<file path="src/rtl/isr_seq_pkg.sv">
package isr_seq_pkg;
  localparam int FRAME_N = 12;
  localparam int SHORT_N = 3;

  typedef logic [3:0] idx_t;

  // frame byte index == push order position for a full frame
  localparam idx_t IX_PCL = 4'd0;
  localparam idx_t IX_PCH = 4'd1;
  localparam idx_t IX_UL  = 4'd2;
  localparam idx_t IX_UH  = 4'd3;
  localparam idx_t IX_YL  = 4'd4;
  localparam idx_t IX_YH  = 4'd5;
  localparam idx_t IX_XL  = 4'd6;
  localparam idx_t IX_XH  = 4'd7;
  localparam idx_t IX_DP  = 4'd8;
  localparam idx_t IX_B   = 4'd9;
  localparam idx_t IX_A   = 4'd10;
  localparam idx_t IX_CC  = 4'd11;

  localparam idx_t LAST_FULL  = idx_t'(FRAME_N - 1);
  localparam idx_t LAST_SHORT = idx_t'(SHORT_N - 1);

  typedef enum logic [2:0] {ST_IDLE, ST_PUSH, ST_VHI, ST_VLO, ST_PULL} st_e;

  function automatic idx_t push_idx(input logic short_f, input idx_t n);
    if (!short_f) return n;
    case (n)
      4'd0:    return IX_PCL;
      4'd1:    return IX_PCH;
      default: return IX_CC;
    endcase
  endfunction

  function automatic idx_t pull_idx(input logic short_f, input idx_t n);
    if (n == 4'd0) return IX_CC;
    if (short_f) return (n == 4'd1) ? IX_PCH : IX_PCL;
    return idx_t'(LAST_FULL - n);
  endfunction
endpackage

</file>
<file path="src/rtl/isr_sp_unit.sv">
module isr_sp_unit #(
  parameter int AW = 16
) (
  input  logic          clk_i,
  input  logic          rst_ni,
  input  logic          load_i,
  input  logic [AW-1:0] load_val_i,
  input  logic          dec_i,
  input  logic          inc_i,
  output logic [AW-1:0] addr_o,
  output logic [AW-1:0] sp_o
);
  logic [AW-1:0] sp_q;
  logic [AW-1:0] sp_dec;

  assign sp_dec = sp_q - AW'(1);
  assign addr_o = dec_i ? sp_dec : sp_q;  // pre-decrement on push, post-increment on pull
  assign sp_o   = sp_q;

  always_ff @(posedge clk_i or negedge rst_ni) begin
    if (!rst_ni)     sp_q <= '0;
    else if (load_i) sp_q <= load_val_i;
    else if (dec_i)  sp_q <= sp_dec;
    else if (inc_i)  sp_q <= sp_q + AW'(1);
  end

  AST_PUSH_ADDR_BELOW: assert property (@(posedge clk_i) disable iff (!rst_ni)
    (dec_i && !load_i) |=> (sp_o == $past(addr_o))) else $error("push step");
endmodule

</file>
<file path="src/rtl/isr_frame_regs.sv">
module isr_frame_regs
  import isr_seq_pkg::*;
#(
  parameter int N = FRAME_N
) (
  input  logic              clk_i,
  input  logic              rst_ni,
  input  logic              load_i,
  input  logic [N-1:0][7:0] snap_i,
  input  logic              wr_en_i,
  input  idx_t              wr_idx_i,
  input  logic [7:0]        wr_data_i,
  output logic [N-1:0][7:0] q_o
);
  for (genvar g = 0; g < N; g++) begin : g_byte
    always_ff @(posedge clk_i or negedge rst_ni) begin
      if (!rst_ni)                               q_o[g] <= '0;
      else if (load_i)                           q_o[g] <= snap_i[g];
      else if (wr_en_i && wr_idx_i == idx_t'(g)) q_o[g] <= wr_data_i;
    end
  end
endmodule

</file>
<file path="src/rtl/isr_stack_seq.sv">
module isr_stack_seq
  import isr_seq_pkg::*;
#(
  parameter int AW    = 16,
  parameter int E_BIT = 7
) (
  input  logic          clk_i,
  input  logic          rst_ni,
  input  logic          entry_i,
  input  logic          ret_i,
  input  logic          fast_i,
  input  logic [AW-1:0] vec_addr_i,
  input  logic [AW-1:0] sp_i,
  input  logic [15:0]   pc_i,
  input  logic [15:0]   u_i,
  input  logic [15:0]   y_i,
  input  logic [15:0]   x_i,
  input  logic [7:0]    dp_i,
  input  logic [7:0]    b_i,
  input  logic [7:0]    a_i,
  input  logic [7:0]    cc_i,
  output logic          bus_valid_o,
  output logic          bus_we_o,
  output logic [AW-1:0] bus_addr_o,
  output logic [7:0]    bus_wdata_o,
  input  logic [7:0]    bus_rdata_i,
  output logic          busy_o,
  output logic          done_o,
  output logic [AW-1:0] sp_o,
  output logic [15:0]   pc_o,
  output logic [15:0]   u_o,
  output logic [15:0]   y_o,
  output logic [15:0]   x_o,
  output logic [7:0]    dp_o,
  output logic [7:0]    b_o,
  output logic [7:0]    a_o,
  output logic [7:0]    cc_o
);
  st_e           st_q, st_d;
  idx_t          cnt_q;
  logic          short_q;
  logic [AW-1:0] vec_q;
  logic          done_q;

  logic          start, start_entry, start_ret;
  logic          last_step;
  idx_t          cur_idx;
  logic [AW-1:0] sp_addr;

  logic [FRAME_N-1:0][7:0] snap, frame;
  logic [7:0]    cc_stk;
  logic          fr_wr;
  idx_t          fr_idx;

  assign start       = (st_q == ST_IDLE) && (entry_i || ret_i);
  assign start_entry = start && entry_i;           // entry wins a tie
  assign start_ret   = start && !entry_i;
  assign last_step   = (cnt_q != 4'd0) && (cnt_q == (short_q ? LAST_SHORT : LAST_FULL));
  assign cur_idx     = (st_q == ST_PULL) ? pull_idx(short_q, cnt_q) : push_idx(short_q, cnt_q);

  // entire-state flag written into the stacked CC
  always_comb begin
    cc_stk        = cc_i;
    cc_stk[E_BIT] = !fast_i;
  end

  always_comb begin
    snap         = '0;
    snap[IX_PCL] = pc_i[7:0];
    snap[IX_PCH] = pc_i[15:8];
    snap[IX_UL]  = u_i[7:0];
    snap[IX_UH]  = u_i[15:8];
    snap[IX_YL]  = y_i[7:0];
    snap[IX_YH]  = y_i[15:8];
    snap[IX_XL]  = x_i[7:0];
    snap[IX_XH]  = x_i[15:8];
    snap[IX_DP]  = dp_i;
    snap[IX_B]   = b_i;
    snap[IX_A]   = a_i;
    snap[IX_CC]  = cc_stk;
  end

  always_comb begin
    st_d = st_q;
    case (st_q)
      ST_IDLE: if (start_entry) st_d = ST_PUSH;
               else if (start_ret) st_d = ST_PULL;
      ST_PUSH: if (cnt_q == (short_q ? LAST_SHORT : LAST_FULL)) st_d = ST_VHI;
      ST_VHI:  st_d = ST_VLO;
      ST_VLO:  st_d = ST_IDLE;
      ST_PULL: if (last_step) st_d = ST_IDLE;
      default: st_d = ST_IDLE;
    endcase
  end

  always_ff @(posedge clk_i or negedge rst_ni) begin
    if (!rst_ni) begin
      st_q    <= ST_IDLE;
      cnt_q   <= '0;
      short_q <= 1'b0;
      vec_q   <= '0;
      done_q  <= 1'b0;
    end else begin
      st_q   <= st_d;
      done_q <= (st_q == ST_VLO) || (st_q == ST_PULL && last_step);
      if (start) begin
        cnt_q   <= '0;
        short_q <= start_entry && fast_i;
        vec_q   <= vec_addr_i;
      end else if (st_q == ST_PUSH || st_q == ST_PULL) begin
        cnt_q <= (st_d == st_q) ? cnt_q + 4'd1 : '0;
        if (st_q == ST_PULL && cnt_q == 4'd0) short_q <= !bus_rdata_i[E_BIT];
      end
    end
  end

  isr_sp_unit #(.AW(AW)) i_sp (
    .clk_i      (clk_i),
    .rst_ni     (rst_ni),
    .load_i     (start),
    .load_val_i (sp_i),
    .dec_i      (st_q == ST_PUSH),
    .inc_i      (st_q == ST_PULL),
    .addr_o     (sp_addr),
    .sp_o       (sp_o)
  );

  always_comb begin
    fr_wr  = 1'b0;
    fr_idx = cur_idx;
    case (st_q)
      ST_PULL: fr_wr = 1'b1;
      ST_VHI:  begin fr_wr = 1'b1; fr_idx = IX_PCH; end
      ST_VLO:  begin fr_wr = 1'b1; fr_idx = IX_PCL; end
      default: ;
    endcase
  end

  isr_frame_regs #(.N(FRAME_N)) i_frame (
    .clk_i     (clk_i),
    .rst_ni    (rst_ni),
    .load_i    (start_entry),
    .snap_i    (snap),
    .wr_en_i   (fr_wr),
    .wr_idx_i  (fr_idx),
    .wr_data_i (bus_rdata_i),
    .q_o       (frame)
  );

  assign bus_valid_o = (st_q != ST_IDLE);
  assign bus_we_o    = (st_q == ST_PUSH);
  assign bus_wdata_o = bus_we_o ? frame[cur_idx] : '0;
  always_comb begin
    case (st_q)
      ST_VHI:  bus_addr_o = vec_q;
      ST_VLO:  bus_addr_o = vec_q + AW'(1);
      ST_IDLE: bus_addr_o = '0;
      default: bus_addr_o = sp_addr;
    endcase
  end

  assign busy_o = (st_q != ST_IDLE);
  assign done_o = done_q;
  assign pc_o   = {frame[IX_PCH], frame[IX_PCL]};
  assign u_o    = {frame[IX_UH], frame[IX_UL]};
  assign y_o    = {frame[IX_YH], frame[IX_YL]};
  assign x_o    = {frame[IX_XH], frame[IX_XL]};
  assign dp_o   = frame[IX_DP];
  assign b_o    = frame[IX_B];
  assign a_o    = frame[IX_A];
  assign cc_o   = frame[IX_CC];

  AST_FAST_E_CLEAR: assert property (@(posedge clk_i) disable iff (!rst_ni)
    (bus_we_o && cur_idx == IX_CC && short_q) |-> !bus_wdata_o[E_BIT]) else $error("E set");
  AST_FULL_E_SET: assert property (@(posedge clk_i) disable iff (!rst_ni)
    (bus_we_o && cur_idx == IX_CC && !short_q) |-> bus_wdata_o[E_BIT]) else $error("E clr");
  AST_PULL_INC: assert property (@(posedge clk_i) disable iff (!rst_ni)
    (st_q == ST_PULL) |=> (sp_o == $past(sp_o) + AW'(1))) else $error("pull step");
  AST_DONE_ONE: assert property (@(posedge clk_i) disable iff (!rst_ni)
    done_o |=> !done_o) else $error("done width");
  AST_DONE_END: assert property (@(posedge clk_i) disable iff (!rst_ni)
    done_o |-> (!busy_o && $past(busy_o))) else $error("done timing");
  AST_NO_RESTART: assert property (@(posedge clk_i) disable iff (!rst_ni)
    (busy_o && !$past(done_o) && $past(busy_o) && cnt_q != 4'd0) |-> $stable(vec_q)) else $error("restart");
endmodule

</file>
<file path="config.mk">
export PLATFORM = sky130hd
export DESIGN_NAME = isr_stack_seq
export DESIGN_NICKNAME = d
export VERILOG_FILES = /design/src/rtl/isr_seq_pkg.sv /design/src/rtl/isr_sp_unit.sv /design/src/rtl/isr_frame_regs.sv /design/src/rtl/isr_stack_seq.sv
export SDC_FILE = /design/constraint.sdc
export NUM_CORES = 1
export LEC_CHECK = 0
export CAP_MARGIN = 20
export CORE_MARGIN = 1.5
export CORE_UTILIZATION = 50
export CTS_BUF_LIST = sky130_fd_sc_hd__clkbuf_16
export CTS_CLUSTER_DIAMETER = 100
export DETAILED_ROUTE_END_ITERATION = 8
export DONT_BUFFER_PORTS = 1
export GPL_ROUTABILITY_DRIVEN = 1
export HOLD_SLACK_MARGIN = 0.06
export SETUP_SLACK_MARGIN = 0.3
export SYNTH_ARGS = -nofsm -noshare
export SYNTH_HDL_FRONTEND = slang
export SYNTH_SLANG_ARGS = --single-unit
</file>
<file path="constraint.sdc">
create_clock -name clk_i -period 7.75 [get_ports clk_i]
set_input_delay 1.1625 -clock clk_i [delete_from_list [all_inputs] [get_ports clk_i]]
set_output_delay 1.1625 -clock clk_i [all_outputs]
set_load 0.05 [all_outputs]
</file>
**After elaboration in Yosys (flattened, before gate mapping)**

Index checks and enable logic that the tools add are counted.

- Bits in registers: 137
- Input bits: 141
- Bits in writable memories: 0
- Word-level logic and storage cells: 146
- Latch bits: 0
- ROM bits: 0
- Output and inout bits: 140
- Memories: 0

- Bitwise operators: 0
- Div/mod/pow operators: 0
- Add/subtract/negate cells: 5
- Order comparisons: 1
- $mul: 0
- Shift-type cells: 0
- Mux-type cells: 57
- Equal/unequal tests: 18
- Reduce and logical (&&, ||, !) cells: 47

Operators with widths:

| cell | number |
|---|---|
| 8-bit 2-to-1 mux | 26 |
| 16-bit 2-to-1 mux | 4 |
| 16-bit one-hot mux with 3 select lines | 1 |
| 4-bit 2-to-1 mux | 10 |
| 16-bit by 1-bit adder with 16-bit output, second input constant | 2 |
| 8-bit binary-select mux with 4-bit select | 1 |
| 2-bit nonzero test | 14 |
| 1-bit logical AND | 19 |
| 4-bit by 3-bit == test with 1-bit output, second input constant | 4 |
| 4-bit == test, second input constant | 4 |
| 4-bit one-hot mux with 2 select lines | 2 |
| 16-bit by 1-bit subtractor with 16-bit output, second input constant | 1 |
| 3-bit 2-to-1 mux | 4 |
| 3-bit one-hot mux with 4 select lines | 1 |
| 4-bit by 1-bit == test with 1-bit output, second input constant | 2 |
| 4-bit by 2-bit == test with 1-bit output, second input constant | 2 |
| 4-bit logical NOT | 2 |
| 1-bit 2-to-1 mux | 8 |
| 3-bit by 2-bit == test with 1-bit output, second input constant | 2 |
| 3-bit nonzero test | 2 |
| 4-bit by 5-bit < comparator with 1-bit output, second input constant | 1 |
| 4-bit by 1-bit adder with 4-bit output, second input constant | 1 |
| 4-bit == test | 1 |
| 4-bit nonzero test | 1 |
| other kinds (9) | 13 |

**Logic depth before layout (Yosys ltp)**

Gate-level depths: netlist (run 1).

- Depth after elaboration: 11
- Mapped depth: 11
- Gate-level depth less buffers: 8

**Modules after synthesis**

Synthesis (run 1) repeated with hierarchy kept, for this count alone.

- Cell total of the unflattened synthesis: 1,073
- Area, all modules: 9,288.9 µm²

Modules (own cells, without submodules):

| module | sequential area each (µm²) | instances | cells each | area each (µm²) |
|---|---|---|---|---|
| isr_frame_regs | 2,402.3 | 1 | 573 | 5,086.1 |
| isr_stack_seq | 625.6 | 1 | 314 | 2,676.3 |
| isr_sp_unit | 400.4 | 1 | 186 | 1,526.5 |

**Least setup slack after synthesis (run 1)**

Ideal clock, no wire load.

- Kind: reg-to-output
- From: register i_sp.sp_q[0], in the netlist i_sp.sp_o[0]
- To: output port bus_addr_o[6]
- Path slack: 2.933 ns
- Cell stages (with the launch flop): 6
- Buffers on the path: 0
- Data arrival time: 3.654 ns
- Data required time: 6.588 ns
- Cell sequence: dfrtp_1 inv_1 ha_1 nor4b_1 nand2_1 o311ai_0

- Cells in the longest elaborated chain, start to end: 3

RTL lines:

| item | RTL line | RTL |
|---|---|---|
| start, declared | isr_sp_unit.sv:13 | `logic [AW-1:0] sp_q;` |
| start signal, assigned | isr_sp_unit.sv:22 | `else if (load_i) sp_q <= load_val_i;` |
| start signal, assigned | isr_sp_unit.sv:23 | `else if (dec_i) sp_q <= sp_dec;` |
| start signal, assigned | isr_sp_unit.sv:24 | `else if (inc_i) sp_q <= sp_q + AW'(1);` |
| 16-bit by 1-bit subtractor with 16-bit output | isr_sp_unit.sv:16 | `assign sp_dec = sp_q - AW'(1);` |
| 16-bit 2-to-1 mux | isr_sp_unit.sv:17 | `assign addr_o = dec_i ? sp_dec : sp_q;` |
| 16-bit one-hot mux with 3 select lines | isr_stack_seq.sv:154 | `case (st_q)` |
| end, declared | isr_stack_seq.sv:24 | `output logic [AW-1:0] bus_addr_o,` |

No other way between the ends.

**Final worst setup path (run 1)**

- From: register st_q[2]
- To: output port bus_wdata_o[7]

- Cells in the longest elaborated chain, start to end: 5
- Elaborated cells on any way between the ends: 6
- Those cells by class: eq/ne (2); mux (4)

RTL lines:

| item | RTL line | RTL |
|---|---|---|
| start, declared | isr_stack_seq.sv:39 | `st_e st_q, st_d;` |
| start signal, assigned | isr_stack_seq.sv:104 | `st_q <= st_d;` |
| 3-bit == test | isr_stack_seq.sv:59 | `assign cur_idx = (st_q == ST_PULL) ? pull_idx(short_q, cnt_q) : push_idx(short_q, cnt_q);` |
| 4-bit 2-to-1 mux | isr_stack_seq.sv:59 |  |
| 8-bit binary-select mux with 4-bit select | isr_stack_seq.sv:152 | `assign bus_wdata_o = bus_we_o ? frame[cur_idx] : '0;` |
| 8-bit 2-to-1 mux (implied by the code) | isr_stack_seq.sv:152 |  |
| 8-bit 2-to-1 mux (*) | isr_stack_seq.sv:152 |  |
| end, declared | isr_stack_seq.sv:25 | `output logic [7:0] bus_wdata_o,` |

Every way passes the cells marked *; elsewhere a longest branch is shown, timed or not. The select of a mux whose other input is x is not followed.

==> results of run 1 <==
-- registers in the layout (all words and copies together) (netlist names) --
name and flops:
i_frame.q_o 96, i_sp.sp_o 16, vec_q 16, cnt_q 4, st_q 3, done_o 1
short_q 1
-- critical path: stages, from the launching register on --
cell	delay [ns]
dfrtp_1	0.93
nor3b_4	0.30
buf_4	0.45
mux2i_1	0.42
o22a_1	0.73
nand2_1	0.34
o22ai_1	0.35
a311o_1	0.55
-- final cells by class --
class                      count  area [µm²]
timing repair buffer          15         133
multi-input combinational    838        5120
inverter                      17        63.8
clock buffer                  17         425
fill                        1636        7710
clock inverter                15         188
tap                          225         282
sequential                   137        3430
-- worst max path at each step --
stage	to	slack, ns	from
after floorplan	bus_addr_o[6]	2.93	i_sp.sp_o[0]$_DFFE_PN0P_
after global routing	bus_wdata_o[7]	1.85	st_q[2]$_DFF_PN0_
after detailed placement	bus_wdata_o[7]	2.59	st_q[2]$_DFF_PN0_
after CTS	bus_wdata_o[7]	2.15	st_q[2]$_DFF_PN0_
final	bus_wdata_o[7]	2.08	st_q[2]$_DFF_PN0_
after global placement	bus_wdata_o[7]	2.63	st_q[2]$_DFF_PN0_
-- cells by family after synthesis --
group	share of synthesized area, %
buf+inv	4.48
mux	13.0
flops	38.4
fa+ha+maj	1.26
xor+xnor	2.44
simple gates	21.7
compound gates	18.7
-- through the flow --
step	std cells	worst slack, ns	cell area (µm²)
after floorplan	1076	2.93	8930
after global placement	1231	2.63	9000
after detailed placement	1231	2.59	9000
after CTS	1263	2.15	9620
after global routing	1264	1.85	9640
final	1264	2.08	9640
-- cells in the mapped netlist (5+ instances only) --
master and instances:
mux2i_1 114, nand2b_1 7, nand4_1 8, nand3_1 36, clkbuf_1 69, buf_2 8, buf_1 5, o21ai_1 30
inv_1 17, a21oi_1 42, o22ai_1 20, dfrtp_1 137, a311o_1 7, a31o_2 7, xor2_1 9, xnor2_1 14
o221ai_1 25, and3_1 6, nor3_1 14, nor2_1 65, o21ai_0 82, nand2_1 249, or4_1 5, a22oi_1 6
o211ai_1 5, ha_1 9
-- per-layer routing --
| layer | wire [µm] | share of wire, % |
|---|---|---|
| met1 | 12700 | 44 |
| met2 | 13200 | 45 |
| met3 | 2680 | 9.2 |
| met4 | 410 | 1.4 |
| met5 | 0 | 0 |
==> results.txt, run 1 <==
Post-synth EDFFs - 0
Fin util - 55.6%
Critical Path AT - 4.50 ns
Share of cells above drive strength 1 - 7.31%
Clock Pin Slew Worst Setup and Hold Paths - 0.07 ns
Cell count after synthesis - 1076
TritonCTS buffer count - 17
M3 GR Usage - 9.89%
Postcts setup bufs - 0
Placeable core region - 17400 µm²
Fmax - 176 MHz
Slew HR - 23.2%
Run status - finished clean
Fin nets - 1176
Met1 usage - 42.6%
Hold Slack - 0.429 ns
Commonest register cell after synthesis - dfrtp_1
Most frequent cells in the layout - nand2_1 (249), dfrtp_1 (137), mux2i_1 (113), o21ai_0 (77), nor2_1 (63)
CTS tree - yes
GRT busiest layer - met2
Worst r2r src - st_q[2]$_DFF_PN0_
Least-Margin Pin Slew - 1.17 ns
Period utilization - 73.1%
Tot GR Track Use - 30.9%
FF-to-FF End - i_frame.q_o[47]$_DFFE_PN0P_
Routability cong. - 0.900
Commonest non-fill, non-tap cell in the layout - nand2_1
CTS Hold Bufs - 0
DRC viols - 0
Yosys reg bits - 137
Root Buffer Master - clkbuf_16
Synth Net Count - 1226
Via-to-Cell Ratio - 6.29
Total number of vias - 7952
Setup TNS - 0 ns
RSZ-0062 raised after global routing - no
H-tree Lvls - 4
Register area share after synthesis - 38.4%
Post-synth top area share - 38.4%
Layout area overhead - 7.94%
Antenna fix cells - 0
Vias in the first global route - 7409
# resized after CTS - 0
First-pass GRT wire length - 43900 µm
IO buf count - 0
Syn Area/Cell - 8.30 µm²
DR iter-0 viols - 561
Setup Skew - 0.0122 ns
Count of cell types in the netlist - 71
# setup viols final - 0
Die Height - 137 µm
Post-Syn Area - 8930 µm²
Clk sinks - 137
Fin. max-slew vios - 0
R2R setup slack - 3.82 ns
Largest net degree at the start of global routing - 138
Initial antenna violation count - 0
Max Root-Sink Buffers - 2
Element type at the critical path start - register
Crit. End Element - output port
Wire per inst - 22.9 µm
Cell Rows - 48
Final ANT Viol Nets - 0
Fin. Hold Viols - 0
Leading area contributor after synthesis - dfrtp_1
HP Class - in -> async
Synth top area cells - dfrtp_1 (38%), mux2i_1 (13%), nand2_1 (10%), o21ai_0 (4.6%), clkbuf_1 (2.9%)
DIE WIDTH - 137 µm
Die ar. - 18700 µm²
Worst-path maximum fanout - 43
Critical setup path kind - reg -> out
YS warnings - 0
Synth async-reset ratio - 100%
Final HPWL DP - 20400 µm
Starting density of the core - 51.5%
I/O Pins - 281
Crit path time final - 5.67 ns
Clock Latency Late Sink - 0.43 ns
Worst Path Required - 6.59 ns
Max-cap violations - 0
GRT met2 Usage - 46.8%
Total grt overflow - 0
1st-pass router iterations - 5
Worst-case reg-to-reg path depth - 7
Final wirelength - 29000 µm
Power of run 1 is not shown: default switching activity piles up to over one toggle a cycle in this logic, so the estimate is an artifact.
==> run 2: changes to the inputs <==
--- a/config.mk
+++ b/config.mk
@@ -5,6 +5,7 @@
 export SDC_FILE = /design/constraint.sdc
 export NUM_CORES = 1
 export LEC_CHECK = 0
+export ABC_AREA = 1
 export CAP_MARGIN = 20
 export CORE_MARGIN = 1.5
 export CORE_UTILIZATION = 50
@@ -14,6 +15,7 @@
 export DONT_BUFFER_PORTS = 1
 export GPL_ROUTABILITY_DRIVEN = 1
 export HOLD_SLACK_MARGIN = 0.06
+export PLACE_DENSITY = 0.68
 export SETUP_SLACK_MARGIN = 0.3
 export SYNTH_ARGS = -nofsm -noshare
 export SYNTH_HDL_FRONTEND = slang
==> constraint.sdc (replaced) <==
create_clock -name clk_i -period 5 [get_ports clk_i]
set_input_delay 0.75 -clock clk_i [delete_from_list [all_inputs] [get_ports clk_i]]
set_output_delay 0.75 -clock clk_i [all_outputs]
set_load 0.05 [all_outputs]
==> results.txt, run 2 <==
Crit-path slowest cell - o21ai_4
Fmax - 254 MHz
Postcts setup bufs - 0 (unchanged)
I/O Pins - 281 (unchanged)
Element type at the critical path start - register
Least-Margin Pin Slew - 1.14 ns (-0.0333 ns)
Initial antenna violation count - 0 (unchanged)
Die Height - 139 µm (+1.6%)
Critical-path cell list - inv_1 > ha_1 > nand2_1 > inv_1 > nand2_1 > nand2_1 > o21ai_4 > nand3_1 > nand2_1 > nand2_1 > nand2_1 > nand2_1 > nor2_1 > buf_4
Via-to-Cell Ratio - 5.87 (-6.7%)
Clock Pin Slew Worst Setup and Hold Paths - 0.06 ns (about the same)
Met3 Wirelength - 3690 µm (+38%)
First-pass GRT wire length - 49900 µm (+14%)
Max FFs per register - 96 (unchanged)
Clk sinks - 137 (unchanged)
Root Buffer Master - clkbuf_16
Post-synth EDFFs - 0 (unchanged)
Final HPWL DP - 23400 µm (+14%)
DRC viols - 0 (unchanged)
Worst-case reg-to-reg path depth - 13 (+6)
Placeable core region - 18000 µm² (+3.8%)
Share of cells above drive strength 1 - 7.28% (-0.036 points)
Cell Rows - 49 (+2.1%)
Fin. Hold Viols - 0 (unchanged)
Max-cap violations - 0 (unchanged)
Synth async-reset ratio - 100% (unchanged)
Commonest register cell after synthesis - dfrtp_1
Register area share after synthesis - 37.1% (-1.3 points)
Starting density of the core - 51.2% (-0.22 points)
Cell count after synthesis - 1421 (+32%)
Largest net degree at the start of global routing - 138 (unchanged)
IO buf count - 0 (unchanged)
Worst Path Required - 4.25 ns (-2.34 ns)
Reg with most FFs - i_frame.q_o
Top routing layer used - met4
Fin. max-slew vios - 0 (unchanged)
Yosys reg bits - 137 (unchanged)
Fin nets - 1552 (+32%)
Wire per inst - 19.7 µm (-14%)
Slew HR - 24.0% (+0.74 points)
Critical setup path kind - reg -> out
Most common library cells after synthesis - nand2_1 (562), nand3_1 (241), dfrtp_1 (137)
Synth Net Count - 1571 (+28%)
Total grt overflow - 0 (unchanged)
Vias in the first global route - 8523 (+15%)
Metal-1 WL - 14400 µm (+14%)
CTS tree - yes
TritonCTS buffer count - 17 (unchanged)
Run status - finished clean
FF-to-FF End - i_frame.q_o[1]$_DFFE_PN0P_
Max stage delay on crit path - 0.62 ns (-0.31 ns)
Syn Area/Cell - 6.50 µm² (-22%)
# resized after CTS - 0 (unchanged)
H-tree Lvls - 4 (unchanged)
CP most frequent cell - nand2_1
YS warnings - 0 (unchanged)
DIE WIDTH - 139 µm (+1.6%)
Clock Latency Late Sink - 0.42 ns (about the same)
Setup Skew - 0.0106 ns (-0.00156 ns)
Most instantiated library cell after synthesis - nand2_1
Leading area contributor after synthesis - dfrtp_1
FF+latch area - 3430 µm² (unchanged)
DR iter-0 viols - 979 (+75%)
Met2 WL - 13700 µm (+4.2%)
Design area - 10100 µm² (+4.3%)
Die ar. - 19300 µm² (+3.3%)
Commonest non-fill, non-tap cell in the layout - nand2_1
Layout area overhead - 8.91%
Footprint of the multi-input gates - 5040 µm² (-1.7%)
Post-synth top area share - 37.1% (-1.3 points)
Period utilization - 78.8%
Critical Path AT - 3.19 ns (-1.31 ns)
RSZ-0062 raised after global routing - no
Routability cong. - 0.911 (+1.2%)
Max Root-Sink Buffers - 2 (unchanged)
Antenna fix cells - 0 (unchanged)
Final wirelength - 32400 µm (+12%)
Setup TNS - 0 ns (unchanged)
Worst r2r src - cnt_q[0]$_DFFE_PN0P_
Final ANT Viol Nets - 0 (unchanged)
# setup viols final - 0 (unchanged)
Placed Area - 9400 µm² (+4.5%)
Post-Syn Area - 9240 µm² (+3.4%)
HP Class - in -> async
Crit path time final - 3.94 ns
R2R setup slack - 1.85 ns (-1.97 ns)
Most frequent cells in the layout - nand2_1 (562), nand3_1 (241), dfrtp_1 (137), inv_1 (123), nor2_1 (84)
CTS Hold Bufs - 1 (+1)
1st-pass router iterations - 5 (unchanged)
Crit. End Element - output port
Total number of vias - 9653 (+21%)
Synth top area cells - dfrtp_1 (37%), nand2_1 (23%), nand3_1 (13%), inv_1 (5.0%), o21ai_0 (3.5%)
Fillers - 1821 (+11%)
Tot GR Track Use - 33.1% (+2.1 points)
Count of cell types in the netlist - 44 (-38%)
Worst-path maximum fanout - 25 (-42%)
## run 2: cell types whose count changed in the layout (fill, tap and decap cells not counted), sizes merged, moves of 24 or more
cell,change
a21oi,-29
inv,+115
mux2i,-114
nand2,+330
nand3,+208
nor2,+27
o211ai,+26
o21ai,-38
o221ai,-24
## run 2: how the worst max path moves through the flow
stage | start | end | slack (ns) | depth (start not counted)
2_1_floorplan | cnt_q[0]$_DFFE_PN0P_ | bus_wdata_o[3] | 1.81 | 14
3_3_place_gp | cnt_q[0]$_DFFE_PN0P_ | bus_wdata_o[4] | 1.57 | 14
3_5_place_dp | cnt_q[0]$_DFFE_PN0P_ | bus_wdata_o[4] | 1.56 | 14
4_1_cts | cnt_q[0]$_DFFE_PN0P_ | bus_wdata_o[4] | 1.09 | 14
5_1_grt | cnt_q[0]$_DFFE_PN0P_ | bus_wdata_o[1] | 0.80 | 14
6_report | cnt_q[0]$_DFFE_PN0P_ | bus_wdata_o[4] | 1.06 | 14
## run 2: kinds of logic after synthesis
group	count (synthesis)	share of synthesized area, %
simple gates	937	43.5
flops	137	37.1
buf+inv	194	8.47
xor+xnor	8	0.759
fa+ha+maj	9	1.22
compound gates	136	8.97
## run 2: stage by stage
| stage | worst slack, ns | hold WS [ns] | instances | utilization, % |
|---|---|---|---|---|
| after floorplan | 1.81 | 0.454 | 1421 | - |
| after global placement | 1.57 | 0.458 | 1610 | 52.2 |
| after detailed placement | 1.56 | 0.459 | 1610 | 52.2 |
| after CTS | 1.09 | 0.355 | 1643 | 55.7 |
| after global routing | 0.800 | 0.337 | 1644 | 55.8 |
| final | 1.06 | 0.248 | 1644 | 55.8 |
## run 2: layout make-up
type	instances	share of cell area, %
clock buffers	17	4.23
clock inverters	15	1.75
inverters	136	5.12
multi-input cells	1090	50.1
flip-flops and latches	137	34.1
well taps	229	2.85
repair buffers	20	1.89
## run 2: layer usage
| metal | vias to the layer above | global-route usage (%) |
|---|---|---|
| met3 | 40 | 9.60 |
| met2 | 582 | 46.8 |
| met1 | 4490 | 49.3 |
| li1 | 4541 | - |
| met5 | - | 0 |
| met4 | 0 | 8.66 |
## run 2: worst max-delay path: cells and delay by family (launching register included)
family / cells / cell delay [ns]
AOI/OAI and AO/OA: 1 / 0.62
DFF: 1 / 0.45
and+or+nand+nor: 9 / 1.05
adders and majority gates: 1 / 0.20
buffers and inverters: 3 / 0.43
Power of run 2 is left out for the same reason.
==> run 3: changes to the inputs <==
==> constraint.sdc (replaced) <==
create_clock -name clk_i -period 3.4 [get_ports clk_i]
set_input_delay 0.51 -clock clk_i [delete_from_list [all_inputs] [get_ports clk_i]]
set_output_delay 0.51 -clock clk_i [all_outputs]
set_load 0.05 [all_outputs]
==> results.txt, run 3 (synthesis gave the netlist of run 2 again) <==
Run status - complete, but fails checks
Failing checks - hold timing
PnR worst setup slack - 0.298 ns (-0.762 ns)
Setup Skew - 0.00837 ns (-0.00226 ns)
Via-to-Cell Ratio - 5.84 (-0.55%)
Die ar. - 19300 µm² (unchanged)
Hold Slack - -0.231 ns (-0.479 ns)
Total number of vias - 9950 (+3.1%)
Clock Pin Slew Worst Setup and Hold Paths - 0.07 ns (about the same)
TritonCTS buffer count - 17 (unchanged)
Vias in the first global route - 8620 (+1.1%)
Critical Path AT - 2.59 ns (-0.60 ns)
DRC viols - 0 (unchanged)
Crit path time final - 3.10 ns
H-tree Lvls - 4 (unchanged)
Commonest non-fill, non-tap cell in the layout - nand2_1
CTS tree - yes
I/O Pins - 281 (unchanged)
DIE WIDTH - 139 µm (unchanged)
Cell Rows - 49 (unchanged)
Period utilization - 91.2%
FF+latch area - 3440 µm² (+0.40%)
Fillers - 1712 (-6.0%)
Root Buffer Master - clkbuf_16
Clock Latency Late Sink - 0.43 ns (about the same)
First-pass GRT wire length - 49800 µm (-0.25%)
Final wirelength - 33300 µm (+2.9%)
Critical setup path kind - reg -> out
Least-Margin Pin Slew - 1.10 ns (-0.0356 ns)
Max-cap violations - 0 (unchanged)
Placeable core region - 18000 µm² (unchanged)
Wire per inst - 19.6 µm (-0.77%)
Die Height - 139 µm (unchanged)
Largest net degree at the start of global routing - 138 (unchanged)
Fin. max-slew vios - 0 (unchanged)
Final ANT Viol Nets - 0 (unchanged)
Layout area overhead - 18.1%
IO buf count - 0 (unchanged)
Share of cells above drive strength 1 - 14.5% (+7.2 points)
GRT busiest layer - met1
Worst Path Required - 2.89 ns (-1.36 ns)
Initial antenna violation count - 1 (+1)
Routability cong. - 0.927 (+1.8%)
Fin nets - 1611 (+3.8%)
Starting density of the core - 51.2% (unchanged)
Most frequent cells in the layout - nand2_1 (554), nand3_1 (240), dfrtp_1 (126), inv_1 (113), nor2_1 (65)
M3 GR Usage - 9.19% (-0.41 points)
Final HPWL DP - 23700 µm (+1.2%)
Tot GR Track Use - 33.3% (+0.20 points)
Slew HR - 26.1% (+2.1 points)
Reg with most FFs - i_frame.q_o
Worst-path maximum fanout - 5 (-80%)
Setup TNS - 0 ns (unchanged)
Clk sinks - 137 (unchanged)
Fmax - 322 MHz
DR iter-0 viols - 1371 (+40%)
Met1 usage - 48.8% (-0.48 points)
1st-pass router iterations - 6 (+1)
Max Root-Sink Buffers - 2 (unchanged)
Fin. Hold Viols - 137 (+137)
Worst setup slack after placement - 0.251 ns (-1.31 ns)
Footprint of the multi-input gates - 5220 µm² (+3.7%)
Element type at the critical path start - register
RSZ-0062 raised after global routing - yes
HP Class - in -> async
Crit. End Element - output port
Total grt overflow - 0 (unchanged)
# setup viols final - 0 (unchanged)
GRT met2 Usage - 47.2% (+0.36 points)
Max FFs per register - 96 (unchanged)
[run 3: timing repair]
action / CTS / global route
resized for setup: 35 / 54
setup endpoints to repair: 22 / 21
cloned: 3 / 2
setup buffers: 18 / 10
hold endpoints to repair: 137 / 137
pin swaps: 8 / 18
[run 3: final cells by class]
| type | instances | share of cell area (%) |
|---|---|---|
| Multi-Input combinational cell | 1091 | 47.9 |
| Sequential cell | 137 | 31.6 |
| Timing Repair Buffer | 78 | 7.11 |
| Inverter | 136 | 4.86 |
| Clock buffer | 17 | 3.90 |
| Tap cell | 229 | 2.63 |
| Clock inverter | 15 | 2.03 |
| Antenna cell | 1 | 0.0229 |
[run 3: through the flow]
| stage | std cells | cell area [µm²] | utilization [%] |
|---|---|---|---|
| 5_1_grt | 1704 | 10900 | 60.5 |
| 4_1_cts | 1691 | 10600 | 58.8 |
| 2_1_floorplan | 1421 | 9240 | - |
| 3_5_place_dp | 1638 | 9630 | 53.4 |
| 6_report | 1704 | 10900 | 60.5 |
| 3_3_place_gp | 1638 | 9630 | 53.4 |
[run 3: worst max-delay path: stages (launching register included)]
cell and delay, ns:
dfrtp_2 0.43, inv_4 0.06, ha_4 0.16, nand2_4 0.09, inv_2 0.05, nand2_2 0.09
nand2_4 0.08, buf_6 0.12, o21ai_4 0.13, buf_4 0.15, nand3_1 0.15, nand2_1 0.10
nand2_1 0.05, nand2_1 0.06, nand2_1 0.05, nor2_1 0.14, buf_4 0.23
[run 3: metal layers]
metal,routed length (µm),part of all wire (%),up-vias
li1,-,-,4690
met1,14500,43,4588
met2,14300,43,605
met3,3730,11,67
met4,842,2.5,0
met5,0,0,-
[run 3: worst paths after layout]
| check | to | cells past startpoint | slack [ns] | startpoint |
|---|---|---|---|---|
| setup / recovery | bus_wdata_o[1] | 16 | 0.30 | cnt_q[0]$_DFFE_PN0P_ |
| hold / removal | i_sp.sp_o[1]$_DFFE_PN0P_ | 0 | -0.23 | rst_ni |
| setup reg to reg | i_frame.q_o[0]$_DFFE_PN0P_ | 17 | 0.42 | cnt_q[0]$_DFFE_PN0P_ |
| hold reg to reg | vec_q[15]$_DFFE_PN0N_ | 2 | 0.53 | vec_q[15]$_DFFE_PN0N_ |
| max in group asynchronous | i_frame.q_o[84]$_DFFE_PN0P_ | 0 | 3.40 | rst_ni |
| min in group clk_i | st_q[2]$_DFF_PN0_ | 1 | 0.19 | entry_i |
Power of run 3 is left out for the same reason.
